**config.mk**
```make
export PLATFORM = sky130hd
export DESIGN_NAME = host_irq_ctrl
export DESIGN_NICKNAME = d
export VERILOG_FILES = /design/src/rtl/hirq_pkg.sv /design/src/rtl/hirq_regif.sv /design/src/rtl/hirq_mask.sv /design/src/rtl/hirq_status.sv /design/src/rtl/hirq_out.sv /design/src/rtl/host_irq_ctrl.sv
export SDC_FILE = /design/constraint.sdc
export NUM_CORES = 1
export LEC_CHECK = 0
export BUFFER_PORTS_ARGS = -buffer_cell sky130_fd_sc_hd__buf_2
export CAP_MARGIN = 30
export CORE_MARGIN = 5
export CORE_UTILIZATION = 30
export CTS_BUF_LIST = sky130_fd_sc_hd__clkbuf_4 sky130_fd_sc_hd__clkbuf_8
export DETAILED_ROUTE_END_ITERATION = 8
export PLACE_DENSITY = 0.52
export SETUP_SLACK_MARGIN = 0.3
export SLEW_MARGIN = 20
export SYNTH_ARGS = -nofsm -noshare
export SYNTH_HDL_FRONTEND = slang
export SYNTH_SLANG_ARGS = --single-unit
```
**constraint.sdc**
```tcl
create_clock -name clk -period 1.9 [get_ports clk]
set_input_delay 0.38 -clock clk [delete_from_list [all_inputs] [get_ports clk]]
set_output_delay 0.38 -clock clk [all_outputs]
set_load 0.02 [all_outputs]
```
**src/rtl/hirq_pkg.sv**
```systemverilog
// Package: shared constants and types for the host interrupt controller.
// Assumes a 32-bit register bus with byte offsets.
package hirq_pkg;

    localparam int HIRQ_DW = 32;

    // Offsets of the host-visible registers
    localparam logic [7:0] OFF_MASK = 8'h00;
    localparam logic [7:0] OFF_MSET = 8'h04;
    localparam logic [7:0] OFF_MCLR = 8'h08;
    localparam logic [7:0] OFF_STAT = 8'h0C;
    localparam logic [7:0] OFF_STCR = 8'h10;
    localparam logic [7:0] OFF_ACK  = 8'h14;
    localparam logic [7:0] OFF_CFG  = 8'h18;

    // Configuration bit positions
    localparam int CFG_EN_BIT  = 0;
    localparam int CFG_LOW_BIT = 1;
    localparam logic [HIRQ_DW-1:0] CFG_USED = 32'h0000_0003;

    // Decoded one-cycle bus requests
    typedef struct packed {
        logic mask_wr;
        logic mask_set;
        logic mask_clr;
        logic ack_wr;
        logic cor_rd;
        logic cfg_wr;
    } hirq_req_t;

    // Read source selection
    typedef enum logic [1:0] {
        RSEL_NONE = 2'd0,
        RSEL_MASK = 2'd1,
        RSEL_STAT = 2'd2,
        RSEL_CFG  = 2'd3
    } hirq_rsel_t;

endpackage

```
**src/rtl/hirq_regif.sv**
```systemverilog
// Module: hirq_regif
// Decodes bus strobes into per-register requests and registers the read data.
// Assumes at most one access per cycle. A simultaneous read and write are
// decoded independently. Unmapped offsets read 0 and ignore writes.
module hirq_regif
    import hirq_pkg::*;
#(
    parameter int ADDR_W = 5
) (
    input  logic               clk,
    input  logic               rst_n,
    input  logic               wr_en,
    input  logic               rd_en,
    input  logic [ADDR_W-1:0]  addr,
    input  logic [HIRQ_DW-1:0] mask_q,
    input  logic [HIRQ_DW-1:0] stat_q,
    input  logic [HIRQ_DW-1:0] cfg_q,
    output hirq_req_t          req,
    output logic [HIRQ_DW-1:0] rdata
);

    hirq_rsel_t         rsel;
    logic [HIRQ_DW-1:0] rd_mux;

    // Write and destructive-read decode
    always_comb begin
        req          = '0;
        req.mask_wr  = wr_en && (addr == OFF_MASK[ADDR_W-1:0]);
        req.mask_set = wr_en && (addr == OFF_MSET[ADDR_W-1:0]);
        req.mask_clr = wr_en && (addr == OFF_MCLR[ADDR_W-1:0]);
        req.ack_wr   = wr_en && (addr == OFF_ACK[ADDR_W-1:0]);
        req.cfg_wr   = wr_en && (addr == OFF_CFG[ADDR_W-1:0]);
        req.cor_rd   = rd_en && (addr == OFF_STCR[ADDR_W-1:0]);
    end

    // Read source select
    always_comb begin
        if (addr == OFF_MASK[ADDR_W-1:0])
            rsel = RSEL_MASK;
        else if (addr == OFF_STAT[ADDR_W-1:0] || addr == OFF_STCR[ADDR_W-1:0])
            rsel = RSEL_STAT;
        else if (addr == OFF_CFG[ADDR_W-1:0])
            rsel = RSEL_CFG;
        else
            rsel = RSEL_NONE;
    end

    // Read data multiplexer
    always_comb begin
        case (rsel)
            RSEL_MASK: rd_mux = mask_q;
            RSEL_STAT: rd_mux = stat_q;
            RSEL_CFG:  rd_mux = cfg_q;
            default:   rd_mux = '0;
        endcase
    end

    // Read data register, updated only on a read strobe
    always_ff @(posedge clk) begin
        if (!rst_n)
            rdata <= '0;
        else if (rd_en)
            rdata <= rd_mux;
    end

    // rdata holds when no read strobe was seen
    a_r12_rdata_hold: assert property (@(posedge clk) disable iff (!rst_n)
        !rd_en |=> $stable(rdata));

endmodule

```
**src/rtl/hirq_mask.sv**
```systemverilog
// Module: hirq_mask
// Holds the interrupt mask, writable directly or through atomic set and
// clear aliases. Only implemented positions can hold a 1.
module hirq_mask
    import hirq_pkg::*;
#(
    parameter logic [HIRQ_DW-1:0] IMPL    = 32'h0003_47FF,
    parameter logic [HIRQ_DW-1:0] RST_VAL = 32'h0000_0001
) (
    input  logic               clk,
    input  logic               rst_n,
    input  hirq_req_t          req,
    input  logic [HIRQ_DW-1:0] wdata,
    output logic [HIRQ_DW-1:0] mask_q
);

    localparam logic [HIRQ_DW-1:0] RST_EFF = RST_VAL & IMPL;

    logic [HIRQ_DW-1:0] mask_d;

    // Next mask from the three write paths
    always_comb begin
        mask_d = mask_q;
        if (req.mask_wr)
            mask_d = wdata;
        else if (req.mask_set)
            mask_d = mask_q | wdata;
        else if (req.mask_clr)
            mask_d = mask_q & ~wdata;
        mask_d = mask_d & IMPL;
    end

    // Mask register
    always_ff @(posedge clk) begin
        if (!rst_n)
            mask_q <= RST_EFF;
        else
            mask_q <= mask_d;
    end

    // direct write loads implemented bits
    a_r3_direct_load: assert property (@(posedge clk) disable iff (!rst_n)
        req.mask_wr |=> (mask_q == ($past(wdata) & IMPL)));
    // set alias raises every written 1
    a_r4_set_alias: assert property (@(posedge clk) disable iff (!rst_n)
        req.mask_set |=> ((mask_q & $past(wdata & IMPL)) == $past(wdata & IMPL)));
    // clear alias drops every written 1
    a_r5_clr_alias: assert property (@(posedge clk) disable iff (!rst_n)
        req.mask_clr |=> ((mask_q & $past(wdata)) == '0));

endmodule

```
**src/rtl/hirq_status.sv**
```systemverilog
// Module: hirq_status
// Sticky event status. Events set bits; clear-on-read clears all bits,
// acknowledge clears selected bits. An event in the same cycle beats a clear.
module hirq_status
    import hirq_pkg::*;
#(
    parameter int                 EVT_W = 18,
    parameter logic [HIRQ_DW-1:0] IMPL  = 32'h0003_47FF
) (
    input  logic               clk,
    input  logic               rst_n,
    input  logic [EVT_W-1:0]   evt_i,
    input  hirq_req_t          req,
    input  logic [HIRQ_DW-1:0] wdata,
    output logic [HIRQ_DW-1:0] stat_q
);

    logic [HIRQ_DW-1:0] evt_w;
    logic [HIRQ_DW-1:0] clr_w;

    // Widen events to the register width and drop reserved positions
    always_comb begin
        evt_w = {{(HIRQ_DW-EVT_W){1'b0}}, evt_i} & IMPL;
    end

    // Clear vector from clear-on-read and acknowledge
    always_comb begin
        clr_w = '0;
        if (req.ack_wr)
            clr_w = wdata;
        if (req.cor_rd)
            clr_w = '1;
    end

    // Status register, event has priority over clear
    always_ff @(posedge clk) begin
        if (!rst_n)
            stat_q <= '0;
        else
            stat_q <= (stat_q & ~clr_w) | evt_w;
    end

    // with no clear request no status bit falls
    a_r2_sticky: assert property (@(posedge clk) disable iff (!rst_n)
        !(req.cor_rd || req.ack_wr) |=> ((stat_q & $past(stat_q)) == $past(stat_q)));
    // every arriving event is set afterwards regardless of clears
    a_r9_event_wins: assert property (@(posedge clk) disable iff (!rst_n)
        (evt_w != '0) |=> ((stat_q & $past(evt_w)) == $past(evt_w)));
    // a destructive read with no event leaves status empty
    a_r7_cor_empties: assert property (@(posedge clk) disable iff (!rst_n)
        (req.cor_rd && evt_i == '0) |=> (stat_q == '0));
    // acknowledge alone clears exactly the written bits
    a_r8_ack_bits: assert property (@(posedge clk) disable iff (!rst_n)
        (req.ack_wr && !req.cor_rd && evt_i == '0) |=>
            (stat_q == ($past(stat_q) & ~$past(wdata))));

endmodule

```
**src/rtl/hirq_out.sv**
```systemverilog
// Module: hirq_out
// Configuration register and host interrupt line generation.
// IRQ_REG selects a registered output (one cycle later) or a direct one.
module hirq_out
    import hirq_pkg::*;
#(
    parameter bit IRQ_REG = 1'b0
) (
    input  logic               clk,
    input  logic               rst_n,
    input  hirq_req_t          req,
    input  logic [HIRQ_DW-1:0] wdata,
    input  logic [HIRQ_DW-1:0] stat_q,
    input  logic [HIRQ_DW-1:0] mask_q,
    output logic [HIRQ_DW-1:0] cfg_q,
    output logic               irq_o
);

    logic pending;
    logic level;
    logic cfg_en;
    logic cfg_low;

    // Configuration register
    always_ff @(posedge clk) begin
        if (!rst_n)
            cfg_q <= '0;
        else if (req.cfg_wr)
            cfg_q <= wdata & CFG_USED;
    end

    // Pending detection and polarity
    always_comb begin
        cfg_en  = cfg_q[CFG_EN_BIT];
        cfg_low = cfg_q[CFG_LOW_BIT];
        pending = |(stat_q & ~mask_q);
        level   = cfg_en ? (pending ^ cfg_low) : cfg_low;
    end

    generate
        if (IRQ_REG) begin : g_irq_reg
            logic irq_q;
            // Registered output stage
            always_ff @(posedge clk) begin
                if (!rst_n)
                    irq_q <= 1'b0;
                else
                    irq_q <= level;
            end
            assign irq_o = irq_q;
        end else begin : g_irq_comb
            assign irq_o = level;
        end
    endgenerate

    // with nothing unmasked pending the line is at its inactive level
    a_r10_quiet_when_idle: assert property (@(posedge clk) disable iff (!rst_n)
        ((stat_q & ~mask_q) == '0) |-> (level == cfg_q[CFG_LOW_BIT]));
    // disabled output holds the inactive level for its polarity
    a_r11_disabled_level: assert property (@(posedge clk) disable iff (!rst_n)
        !cfg_q[CFG_EN_BIT] |-> (level == cfg_q[CFG_LOW_BIT]));

endmodule

```
**src/rtl/host_irq_ctrl.sv**
```systemverilog
// Module: host_irq_ctrl
// Top of the host interrupt status controller: decode, mask, status and output.
// Assumes events and bus are synchronous to clk.
module host_irq_ctrl
    import hirq_pkg::*;
#(
    parameter int                 EVT_W     = 18,
    parameter int                 ADDR_W    = 5,
    parameter logic [HIRQ_DW-1:0] IMPL_MASK = 32'h0003_47FF,
    parameter logic [HIRQ_DW-1:0] MASK_RST  = 32'h0000_0001,
    parameter bit                 IRQ_REG   = 1'b0
) (
    input  logic               clk,
    input  logic               rst_n,
    input  logic [EVT_W-1:0]   evt_i,
    input  logic               wr_en,
    input  logic               rd_en,
    input  logic [ADDR_W-1:0]  addr,
    input  logic [HIRQ_DW-1:0] wdata,
    output logic [HIRQ_DW-1:0] rdata,
    output logic               irq_o
);

    localparam logic [HIRQ_DW-1:0] EVT_SPAN = (EVT_W >= HIRQ_DW) ? '1 :
                                              ((HIRQ_DW'(1) << EVT_W) - HIRQ_DW'(1));
    localparam logic [HIRQ_DW-1:0] IMPL     = IMPL_MASK & EVT_SPAN;

    hirq_req_t          req;
    logic [HIRQ_DW-1:0] mask_q;
    logic [HIRQ_DW-1:0] stat_q;
    logic [HIRQ_DW-1:0] cfg_q;

    hirq_regif #(.ADDR_W(ADDR_W)) u_regif (
        .clk    (clk),
        .rst_n  (rst_n),
        .wr_en  (wr_en),
        .rd_en  (rd_en),
        .addr   (addr),
        .mask_q (mask_q),
        .stat_q (stat_q),
        .cfg_q  (cfg_q),
        .req    (req),
        .rdata  (rdata)
    );

    hirq_mask #(.IMPL(IMPL), .RST_VAL(MASK_RST)) u_mask (
        .clk    (clk),
        .rst_n  (rst_n),
        .req    (req),
        .wdata  (wdata),
        .mask_q (mask_q)
    );

    hirq_status #(.EVT_W(EVT_W), .IMPL(IMPL)) u_status (
        .clk    (clk),
        .rst_n  (rst_n),
        .evt_i  (evt_i),
        .req    (req),
        .wdata  (wdata),
        .stat_q (stat_q)
    );

    hirq_out #(.IRQ_REG(IRQ_REG)) u_out (
        .clk    (clk),
        .rst_n  (rst_n),
        .req    (req),
        .wdata  (wdata),
        .stat_q (stat_q),
        .mask_q (mask_q),
        .cfg_q  (cfg_q),
        .irq_o  (irq_o)
    );

    // reserved status positions never become set
    a_r2_reserved_zero: assert property (@(posedge clk) disable iff (!rst_n)
        ((stat_q | mask_q) & ~IMPL) == '0);

endmodule

```
# Yosys cells after proc, flatten, opt, wreduce, memory -nomap -nowiden
# Index checks and enable logic that the tools add are counted.
# classes
n_eq_ne,9
mux,10
bitwise_logic,9
n_reduce_logical,10
# op_table
operator,n
$pmux 32 s3,1
$and 32x32->32,2
$mux 32,2
$mux 18,3
$not 18->32,1
$not 32->32,1
$or 32x18->32,1
$reduce_or 32->1,1
$and 18x18->18,1
$not 18->18,1
$or 18x18->18,1
$eq 5x5->1 const B,3
$eq 5x4->1 const B,2
$logic_and 1x1->1,6
$mux 2,3
$eq 5x3->1 const B,1
$logic_not 5->1,1
$eq 2x2->1 const B,2
$reduce_bool 3->1,1
$eq 2x1->1 const B,1
$logic_or 1x1->1,1
$mux 1,1
$xor 1x1->1,1
# totals
reg_bits,80
in_bits,59
out_inout_bits,33
elab_cells,42

# Depth between registers and ports, before layout
# Gate-level depths: netlist of run 1.
# logic_depth
ltp_word,7
depth_mapped,7
depth_no_buf,5

# Modules after synthesis
# Synthesis of run 1 repeated with hierarchy kept, for this count alone.
# hier_totals
cells_unflattened,472
area_unflattened_um2,4435.5
# by_module_without_submodules
module,n_inst,cells_per_inst,area_each_um2,seq_area_each_um2
hirq_regif,1,176,1921.8,640.6
hirq_status,1,118,1147.4,640.6
hirq_mask,1,92,763.2,280.3
hirq_out,1,86,603.1,40.0

# Worst setup path after synthesis of run 1
# No wires, ideal clock.
# synth_timing
path_type,reg2out
from,register u_status.stat_q[22]
to,output irq_o
arrival_time_ns,1.566
required_time_ns,1.520
slack_ns,-0.046
path_stages_with_launch,6
n_path_buf,0
path_cell_list,dfxtp_1 -> nor4_2 -> nand4_1 -> or4_1 -> o41ai_2 -> xnor2_1
# synth_via
elab_chain_len,4
# synth_rtl
item,line,source
"start, declared",hirq_status.sv:15,output logic [HIRQ_DW-1:0] stat_q
"start signal, assigned",hirq_status.sv:40,stat_q <= (stat_q & ~clr_w) | evt_w;
$and 32x32->32,hirq_out.sv:36,pending = |(stat_q & ~mask_q);
$reduce_or 32->1,hirq_out.sv:36,
$xor 1x1->1,hirq_out.sv:37,level = cfg_en ? (pending ^ cfg_low) : cfg_low;
$mux 1,hirq_out.sv:37,
"end, declared",host_irq_ctrl.sv:21,output logic irq_o
# No other way between the ends.

# Final worst setup path of run 1
# layout_timing
from,register u_status.stat_q[31]
to,output irq_o
# The elaborated chain is that of the path after synthesis.

==> flow_summary.yaml, run 1 <==
cts:
  cts_tree: "built"
  cts_made_buffers: 9
  hold_buffers: 0
  insertion_delay_ps: 350
  cts_sinks: 80
  cts-root-buf: "clkbuf_8"
  htreeDepth: 3
  postCtsSetupBuffers: 0
  clk_pin_slew_ps: 80
  cts_buffer_depth: 2
critical_path:
  max_stage_delay_ps: 450
  worstSetupEndpointType: "output pin"
  cp_top_family: "simple AND/OR/NAND/NOR gates"
  cp_max_fo: 2
  arrival_ps: 2160
  slowest_stage: "or4_4"
  crit_type: "register to output pin"
  start_kind: "register"
  worstPathBufferInverterCount: 1
  crit_path_cell_trace: "nor4_4, nand4_1, or4_4, o41ai_4, xnor2_2, buf_4"
  cp.required_ps: 1520
placed_design:
  place_inst: 635
  io_buffers: 87
  place_hpwl_um: 7242
  place_ws_ps: -391.4
  gp_congestion: 0.7778
pwr:
  p_total_mw: 3.311
  p_per_area_nw_per_um2: 732.4
  power_leakage_nw: 1.924
  peakVddDrop_mv: 0.3028
die:
  coreArea_um2: 10890
  die_y_um: 115.8
  placementRows: 38
  die_area_um2: 13410
  initial_utilization_pct: 30.85
  io_pins: 92
  die_w_um: 115.8
timing:
  worstMarginPinSlew_ps: 523.5
  skew_ps: 9.699
  finalCriticalPeriod_ps: 2543
  setup_slack_ps: -643.1
  post-route-period-util_pct: 133.8
  hold_viol_final: 0
  slew-limit-headroom_pct: 65.10
  maxSlewViolCount: 0
  whs_ps: 230.8
  setup_violations: 1
  fmax_mhz: 393.2
  final.setup.tns_ps: -643.1
  rsz0062_at_grt: "yes"
routing:
  wl_um: 9956
  drc: 0
  detail-route-antenna-nets: 0
  vias: 3105
  dr.first_iter.drc_count: 114
  drtPass1Iterations: 4
  wl_per_cell_um: 15.29
  vias_per_cell: 4.770
logic_synthesis:
  yosysSeqAreaShare_pct: 47.67
  yosysUniqueCellTypes: 38
  syn_inst: 385
  synth_seq_cells: 80
  synth_area_um2: 3359
  syn_nets: 444
  ys.warnings.count: 0
  syn_avg_cell_area_um2: 8.726
  synth_top_area_share_pct: 47.67
  synth_largest_area_cell: "dfxtp_1"
  synth_area_leaders: "dfxtp_1 (48%), nand2_1 (5.8%), a22oi_1 (5.4%)"
final_layout:
  stdcell_count: 651
  mostFrequentLayoutCells: "buf_2 (86), dfxtp_1 (78), nand2_1 (52)"
  area_growth_pct: 34.56
  num-fill-cells: 1122
  drive_gt1_share_pct: 33.07
  n_antenna_cell: 0
  nets: 565
  final_common_cell: "buf_2"
hold_path:
  hold_path_class: "primary input to register"
global_routing:
  first_global_vias: 3157
  grt_max_degree: 39
  track_usage_pct: 15.48
  grt_overflow: 0
  grt_antenna_before_repair: 0
  grt_pass1_wl_um: 16150
run_status:
  status: "finished, violations left"
  violations: "setup timing"
flow_run:
  drv_cap: 0
what timing repair did:
action | in CTS | in global routing
setup endpoints to repair | 1 | 1
resized for setup | 5 | 1
endpoints found under the hold margin | 0 | 0
pin swaps | 2 | 1
cell usage after synthesis (all sizes together):
| master | count |
|---|---|
| nor4bb | 1 |
| nor3b | 1 |
| o22ai | 4 |
| nand2 | 52 |
| xnor2 | 2 |
| a21boi | 19 |
| or4b | 1 |
| nor4 | 4 |
| or4 | 1 |
| inv | 12 |
| or3 | 1 |
| mux2i | 2 |
| and3 | 18 |
| nor2 | 5 |
| o21ai | 27 |
| o21a | 14 |
| o31ai | 1 |
| nand4 | 2 |
| nor3 | 3 |
| o41ai | 1 |
| clkbuf | 13 |
| buf | 14 |
| a22oi | 24 |
| o221ai | 2 |
| dfxtp | 80 |
| nor2b | 18 |
| nand2b | 19 |
| a21oi | 20 |
| and2 | 1 |
| nand3 | 23 |
power breakdown:
group | internal (mW) | switching (mW) | leakage [nW]
Sequential | 1.70 | 0.0166 | 0.650
Clock | 0.674 | 0.622 | 0.101
Combinational | 0.143 | 0.154 | 1.17
Total | 2.52 | 0.793 | 1.92
logic make-up after synthesis:
family | after synthesis | share of synthesized area (%)
flip-flops | 80 | 47.67
AND/OR/NAND/NOR | 150 | 24.28
multiplexers | 2 | 0.5959
buffers and inverters | 39 | 5.102
XOR/XNOR | 2 | 0.5215
AO/OA/AOI/OAI | 112 | 21.83
worst paths after layout:
path / end / from / cells past startpoint / slack (ps)
worst max-delay path: irq_o / u_status.stat_q[31]$_SDFF_PN0_ / 6 / -640
worst min-delay path: u_status.stat_q[3]$_SDFF_PN0_ / evt_i[3] / 2 / 230
worst max register to register: u_regif.rdata[0]$_SDFFE_PN0P_ / register / 5 / 860
worst min register to register: u_regif.rdata[16]$_SDFFE_PN0P_ / u_regif.rdata[16]$_SDFFE_PN0P_ / 2 / 450
layout make-up:
cell class	instances	area (µm²)	area share, %
Clock buffer	11	151.4	3.349
Timing Repair Buffer	137	850.8	18.82
Tap cell	140	175.2	3.875
Multi-Input combinational cell	266	1639	36.26
Sequential cell	80	1604	35.48
Clock inverter	5	55.05	1.218
Inverter	12	45.04	0.9964
through the flow:
| stage | util (%) | cell area (µm²) |
|---|---|---|
| floorplan | - | 3371 |
| global placement | 39.36 | 4285 |
| detailed placement | 39.36 | 4285 |
| CTS | 41.51 | 4519 |
| global route | 41.52 | 4521 |
| finish | 41.52 | 4521 |
worst register-to-register path: stages, from the launching register on:
cell and delay, ps:
dfxtp_1 320, buf_4 130, nand2_1 50, a21oi_1 50, a21oi_1 290, o21ai_1 90
metal layers:
layer	GRT usage, %	routed length, µm	up-vias
met4	5.491	90	0
met2	23.28	4258	87
met3	3.394	560	7
met5	0	0	-
li1	-	-	1583
met1	21.89	5047	1428
Power figures use the tool's default switching activity.
==> run 2: changes to the inputs <==
--- a/config.mk
+++ b/config.mk
@@ -5,11 +5,12 @@
 export SDC_FILE = /design/constraint.sdc
 export NUM_CORES = 1
 export LEC_CHECK = 0
+export ABC_AREA = 1
 export BUFFER_PORTS_ARGS = -buffer_cell sky130_fd_sc_hd__buf_2
 export CAP_MARGIN = 30
 export CORE_MARGIN = 5
 export CORE_UTILIZATION = 30
-export CTS_BUF_LIST = sky130_fd_sc_hd__clkbuf_4 sky130_fd_sc_hd__clkbuf_8
+export CTS_BUF_LIST = sky130_fd_sc_hd__clkbuf_8 sky130_fd_sc_hd__clkbuf_16
 export DETAILED_ROUTE_END_ITERATION = 8
 export PLACE_DENSITY = 0.52
 export SETUP_SLACK_MARGIN = 0.3
==> run 2 against run 1 <==
Effect of this change:
- the run now ends clean
- utilization fell by 2.5 points
- non-clock buffer count fell by 29
- wire length up 1.9%
- first-iteration DRC count grew 71%
- fmax grew 34%
- highest routed layer is now met5
==> flow_summary.yaml, run 2 <==
flow_run:
  drv_cap: 0
die:
  initial_utilization_pct: 30.85
  placementRows: 38
  die_y_um: 115.8
  die_area_um2: 13410
  coreArea_um2: 10890
  io_pins: 92
  die_w_um: 115.8
timing:
  post-route-period-util_pct: 99.55
  finalCriticalPeriod_ps: 1891
  hold_viol_final: 0
  whs_ps: 182.9
  worstMarginPinSlew_ps: 451.9
  final.setup.tns_ps: 0
  maxSlewViolCount: 0
  setup_slack_ps: 8.539
  skew_ps: 12.90
  fmax_mhz: 528.7
  rsz0062_at_grt: "yes"
  slew-limit-headroom_pct: 69.88
  setup_violations: 0
placed_design:
  io_buffers: 87
  place_ws_ps: 230.4
  gp_congestion: 0.7643
  placed_area_um2: 3961
  place_inst: 692
  place_hpwl_um: 7165
logic_synthesis:
  yosys-top-cells-count: "nand2_1 (148), dfxtp_1 (80), a21oi_1 (66)"
  syn_avg_cell_area_um2: 7.028
  synth_seq_cells: 80
  synth_largest_area_cell: "dfxtp_1"
  yosysSeqAreaShare_pct: 47.67
  ys.warnings.count: 0
  syn_inst: 478
  synth_area_um2: 3359
  yosysUniqueCellTypes: 18
  synth_top_area_share_pct: 47.67
  async_flop_share_pct: 0
  synth_area_leaders: "dfxtp_1 (48%), nand2_1 (17%), a21oi_1 (9.8%)"
  synthFlopType: "dfxtp_1"
  synth_edf_count: 0
  synth.most_common_cell: "nand2_1"
  syn_nets: 537
global_routing:
  first_global_vias: 3455
  grt_antenna_before_repair: 2
  grt_max_degree: 42
  track_usage_pct: 15.70
  grt_pass1_wl_um: 16640
  grt_overflow: 0
pwr:
  p_per_area_nw_per_um2: 808.3
  power_leakage_nw: 1.819
  p_total_mw: 3.434
  peakVddDrop_mv: 0.3160
final_layout:
  final_area_um2: 4248
  area_growth_pct: 26.44
  mostFrequentLayoutCells: "nand2_1 (147), buf_2 (86), dfxtp_1 (68)"
  drive_gt1_share_pct: 25.83
  num-fill-cells: 1169
  final_common_cell: "nand2_1"
  nets: 627
  fin_util_pct: 39.01
  n_antenna_cell: 0
  stdcell_count: 713
cts:
  cts_sinks: 80
  htreeDepth: 3
  cts_made_buffers: 9
  hold_buffers: 0
  cts_tree: "built"
  cts_buffer_depth: 2
  cts-root-buf: "clkbuf_8"
  insertion_delay_ps: 350
  clk_pin_slew_ps: 90
hold_path:
  min_to: "u_status.stat_q[26]$_SDFF_PN0_"
  hold_path_class: "primary input to register"
  hold_depth: 2
  hold_start: "wdata[26]"
critical_path:
  slowest_stage: "dfxtp_2"
  max_stage_delay_ps: 340
  start_kind: "register"
  startpoint: "u_status.stat_q[30]$_SDFF_PN0_"
  cp.required_ps: 1520
  worstSetupEndpointType: "output pin"
  ff2ff_path_depth: 7
  arrival_ps: 1510
  crit_path_cell_trace: "nor2_4, nand2_1, nor2_1, nand2_1, nor2_2, nand2_1, nand2_1, nand2_1, nand2_2, buf_6"
  reg2reg_to: "u_regif.rdata[1]$_SDFFE_PN0P_"
  crit_path_frequent_cell: "nand2_1"
  ff2ff_setup_slack_ps: 960
  crit_type: "register to output pin"
  cp_max_fo: 2
routing:
  drc: 0
  detail-route-antenna-nets: 0
  vias_per_cell: 4.839
  wl_per_cell_um: 14.23
  drtPass1Iterations: 4
  vias: 3450
  dr.first_iter.drc_count: 195
  wl_um: 10150
run_status:
  status: "complete, no violations"
==> run 2: cell types whose count changed in the layout (fill, tap and decap cells not counted), sizes merged, moves of 8 or more <==
cell,before,now
and3,18,0
o21a,14,0
nor2b,18,0
nand2b,19,0
nor2,5,36
inv,12,29
buf,137,108
a21boi,19,0
a21oi,20,66
nand3,23,37
o21ai,27,35
a31oi,0,14
nand2,52,148
a22oi,24,0
==> run 2: metal layers <==
metal  up-vias  part of all wire (%)  GRT usage (%)
met2       104                    47          26.31
met4         4                   1.0          3.944
met3        12                   8.2          5.274
met5         -                  0.16              0
li1       1758                     -              -
met1      1572                    44          19.48
==> run 2: what timing repair did <==
action | 4_1_cts | 5_1_grt
setup buffers | 3 | 2
endpoints found under the setup margin | 1 | 1
pin swaps | 5 | 1
resized for setup | 11 | 9
==> run 2: area by class of cell <==
type,instances,area (µm²),share of cell area (%)
timing repair buffer,108,599.3,14.11
clock inverter,6,72.57,1.708
inverter,26,97.59,2.297
sequential,80,1617,38.06
clock buffer,10,137.6,3.240
multi-input combinational,343,1549,36.47
tap,140,175.2,4.124
==> run 2: worst max-delay path, delay by kind of cell (launching register included) <==
kind                   cells  cell delay [ps]
flip-flops                 1              340
buffers and inverters      1              110
AND/OR/NAND/NOR            9              700
==> run 2: cells by family (layout without fill, tap and decap cells) <==
kind of cell           count (synthesis)  in the layout  synth area share [%]
AO/OA/AOI/OAI                        115            115                 17.77
AND/OR/NAND/NOR                      228            228                 27.75
buffers and inverters                 55            150                 6.816
flip-flops                            80             80                 47.67
==> run 2: how the worst max path moves through the flow <==
stage | to | slack (ps) | depth (start not counted)
2_1_floorplan | register | 470 | 8
3_3_place_gp | irq_o | 230 | 10
3_5_place_dp | irq_o | 230 | 10
4_1_cts | irq_o | -30 | 11
5_1_grt | irq_o | -140 | 10
6_report | irq_o | 9 | 10
==> run 2: report_power, final <==
part           internal [mW]  switching (mW)  total, mW
Clock                  0.660           0.666       1.33
Sequential              1.73          0.0319       1.76
Combinational          0.128           0.221      0.349
Total                   2.51           0.919       3.43
==> run 3: changes to the inputs <==
--- a/config.mk
+++ b/config.mk
@@ -12,9 +12,10 @@
 export CORE_UTILIZATION = 30
 export CTS_BUF_LIST = sky130_fd_sc_hd__clkbuf_8 sky130_fd_sc_hd__clkbuf_16
 export DETAILED_ROUTE_END_ITERATION = 8
-export PLACE_DENSITY = 0.52
+export PLACE_DENSITY = 0.49
 export SETUP_SLACK_MARGIN = 0.3
 export SLEW_MARGIN = 20
 export SYNTH_ARGS = -nofsm -noshare
 export SYNTH_HDL_FRONTEND = slang
+export SYNTH_HIERARCHICAL = 1
 export SYNTH_SLANG_ARGS = --single-unit
==> run 3 against run 2 <==
Effect of this change:
- hold slack improved by 26 ps
- via count increased by 34%
- wire length grew 43%
- fmax shrank 0.25%
- clock power grew 32%
- combinational power is 41% higher
- flip-flop and latch count stayed put
- power increased by 16%
- clock-buffer cell count grew 1
- worst setup slack got worse by 4.8 ps
- sequential power is essentially flat
- register-to-register slack got worse by 80 ps
- critical path type unchanged
==> flow_summary.yaml, run 3 <==
run_status:
  status: "complete, no violations"
cts:
  htreeDepth: 3
  cts_made_buffers: 9
  cts_tree: "built"
  cts_buffer_depth: 2
  cts-root-buf: "clkbuf_16"
  insertion_delay_ps: 350
  cts_sinks: 80
  clk_pin_slew_ps: 60
logic_synthesis:
  synth.most_common_cell: "nand2_1"
  yosysUniqueCellTypes: 28
  synth_seq_cells: 80
  yosysSeqAreaShare_pct: 31.27
  synth_area_leaders: "dfxtp_1 (31%), nand2_1 (18%), buf_4 (8.4%)"
  ys.warnings.count: 6
  synth_edf_count: 0
  syn_avg_cell_area_um2: 6.749
  synth_largest_area_cell: "dfxtp_1"
  synth_area_um2: 5122
  syn_inst: 759
  async_flop_share_pct: 0
  synthFlopType: "dfxtp_1"
  yosys-top-cells-count: "nand2_1 (240), dfxtp_1 (80), nand4_1 (64)"
  synth_top_area_share_pct: 31.27
final_layout:
  n_antenna_cell: 0
  mostFrequentLayoutCells: "nand2_1 (231), buf_2 (86), dfxtp_1 (65)"
  final_common_cell: "nand2_1"
  drive_gt1_share_pct: 30.76
  nets: 909
  area_growth_pct: 18.69
pwr:
  seq_power_share_pct: 43.6
  power_leakage_nw: 2.775
  clkPwrFrac_pct: 44.1
  swShare_pct: 25.95
  p_per_area_nw_per_um2: 657.3
  switchingPower_mw: 1.037
  peakVddDrop_mv: 0.3870
  power.internal_mw: 2.959
  p_comb_share_pct: 12.3
routing:
  drtPass1Iterations: 4
  met2_length_um: 6160
  vias_per_cell: 4.311
  dr.first_iter.drc_count: 217
  wl_um: 14500
  wl_met3_um: 543
  wl_met1_um: 7513
  drc: 0
  wl_per_cell_um: 13.49
  vias: 4634
  top_layer_used: "met5"
  detail-route-antenna-nets: 0
timing:
  rsz0062_at_grt: "yes"
  post-route-period-util_pct: 99.80
  fmax_mhz: 527.4
  maxSlewViolCount: 0
  whs_ps: 208.7
  final.setup.tns_ps: 0
  skew_ps: 7.285
  finalCriticalPeriod_ps: 1896
  setup_violations: 0
  hold_viol_final: 0
critical_path:
  cp_max_fo: 3
  worstSetupEndpointType: "output pin"
  arrival_ps: 1520
  crit_type: "register to output pin"
  start_kind: "register"
  cp.required_ps: 1520
  ff2ff_setup_slack_ps: 880
global_routing:
  first_global_vias: 4308
  grt_max_degree: 33
  grt_pass1_wl_um: 23430
  track_usage_pct: 14.85
  grt_overflow: 0
  grt_antenna_before_repair: 1
die:
  io_pins: 92
  die_area_um2: 19790
  die_w_um: 140.7
  initial_utilization_pct: 30.78
  die_y_um: 140.7
  coreArea_um2: 16640
  placementRows: 47
placed_design:
  place_hpwl_um: 10630
  io_buffers: 87
  gp_congestion: 0.7641
flow_run:
  drv_cap: 0
hold_path:
  hold_path_class: "primary input to register"
run 3: kinds of logic (layout without fill, tap and decap cells):
group	after synthesis	in the layout	synth area share, %
compound gates	86	86	11.75
buf+inv	186	236	20.32
flops	80	80	31.27
other cells	2	48	0.1466
simple gates	405	405	36.52
run 3: per-layer routing:
| layer | vias up | track usage, % |
|---|---|---|
| li1 | 2501 | - |
| met1 | 2024 | 21.53 |
| met3 | 17 | 3.048 |
| met5 | - | 0 |
| met2 | 90 | 21.62 |
| met4 | 2 | 5.558 |
run 3: timing repair:
| item | 4_1_cts | 5_1_grt |
|---|---|---|
| setup buffers | 0 | 7 |
| gates resized for setup | 17 | 20 |
| pin swaps | 5 | 6 |
| hold buffers | 0 | 0 |
| setup endpoints to repair | 1 | 1 |
| cloned | 0 | 0 |
run 3: per-stage QoR:
step / util [%] / instances / instance area, µm² / total power [mW] / setup WS [ps]
2_1_floorplan: - / 805 / 5329 / 2.141 / 271.9
3_3_place_gp: 34.04 / 1052 / 5664 / 2.258 / 138.9
3_5_place_dp: 34.04 / 1052 / 5664 / 2.255 / 141.1
4_1_cts: 36.03 / 1068 / 5997 / 4.049 / -64.32
5_1_grt: 36.53 / 1075 / 6080 / 4.172 / -117.1
6_report: 36.53 / 1075 / 6080 / 3.996 / 3.767
run 3: power groups by stage:
stage	combinational, mW	sequential [mW]	clock [mW]
after detailed placement	0.480	1.77	0
final	0.493	1.74	1.76
after global placement	0.483	1.77	0
after floorplan	0.363	1.78	0
after CTS	0.486	1.74	1.82
after global routing	0.547	1.74	1.88
run 3: final timing paths:
kind              depth (start not counted)                      startpoint                        endpoint
setup / recovery                         10  u_status/stat_q[13]$_SDFF_PN0_                           irq_o
hold / removal                            2                       wdata[25]  u_status/stat_q[25]$_SDFF_PN0_
setup reg to reg                          7                        register  u_regif/rdata[17]$_SDFFE_PN0P_
hold reg to reg                           2  u_status/stat_q[12]$_SDFF_PN0_  u_status/stat_q[12]$_SDFF_PN0_
run 3: critical path, stage by stage, from the launching register on:
cell     delay, ps
dfxtp_1        380
inv_1           60
o21ai_1        170
nor2_1          60
nand2_1         70
nor2_1          40
nand2_1         80
nand2_1         50
nand2_1         70
nand2_2         60
buf_6          130
run 3: cell type report:
cell class / instances / area (µm²)
inverter: 90 / 340.3
timing repair buffer: 130 / 827.0
clock buffer: 11 / 252.7
multi-input combinational: 539 / 2716
sequential: 80 / 1620
clock inverter: 5 / 47.55
tap: 220 / 275.3
fill: 1853 / 10560
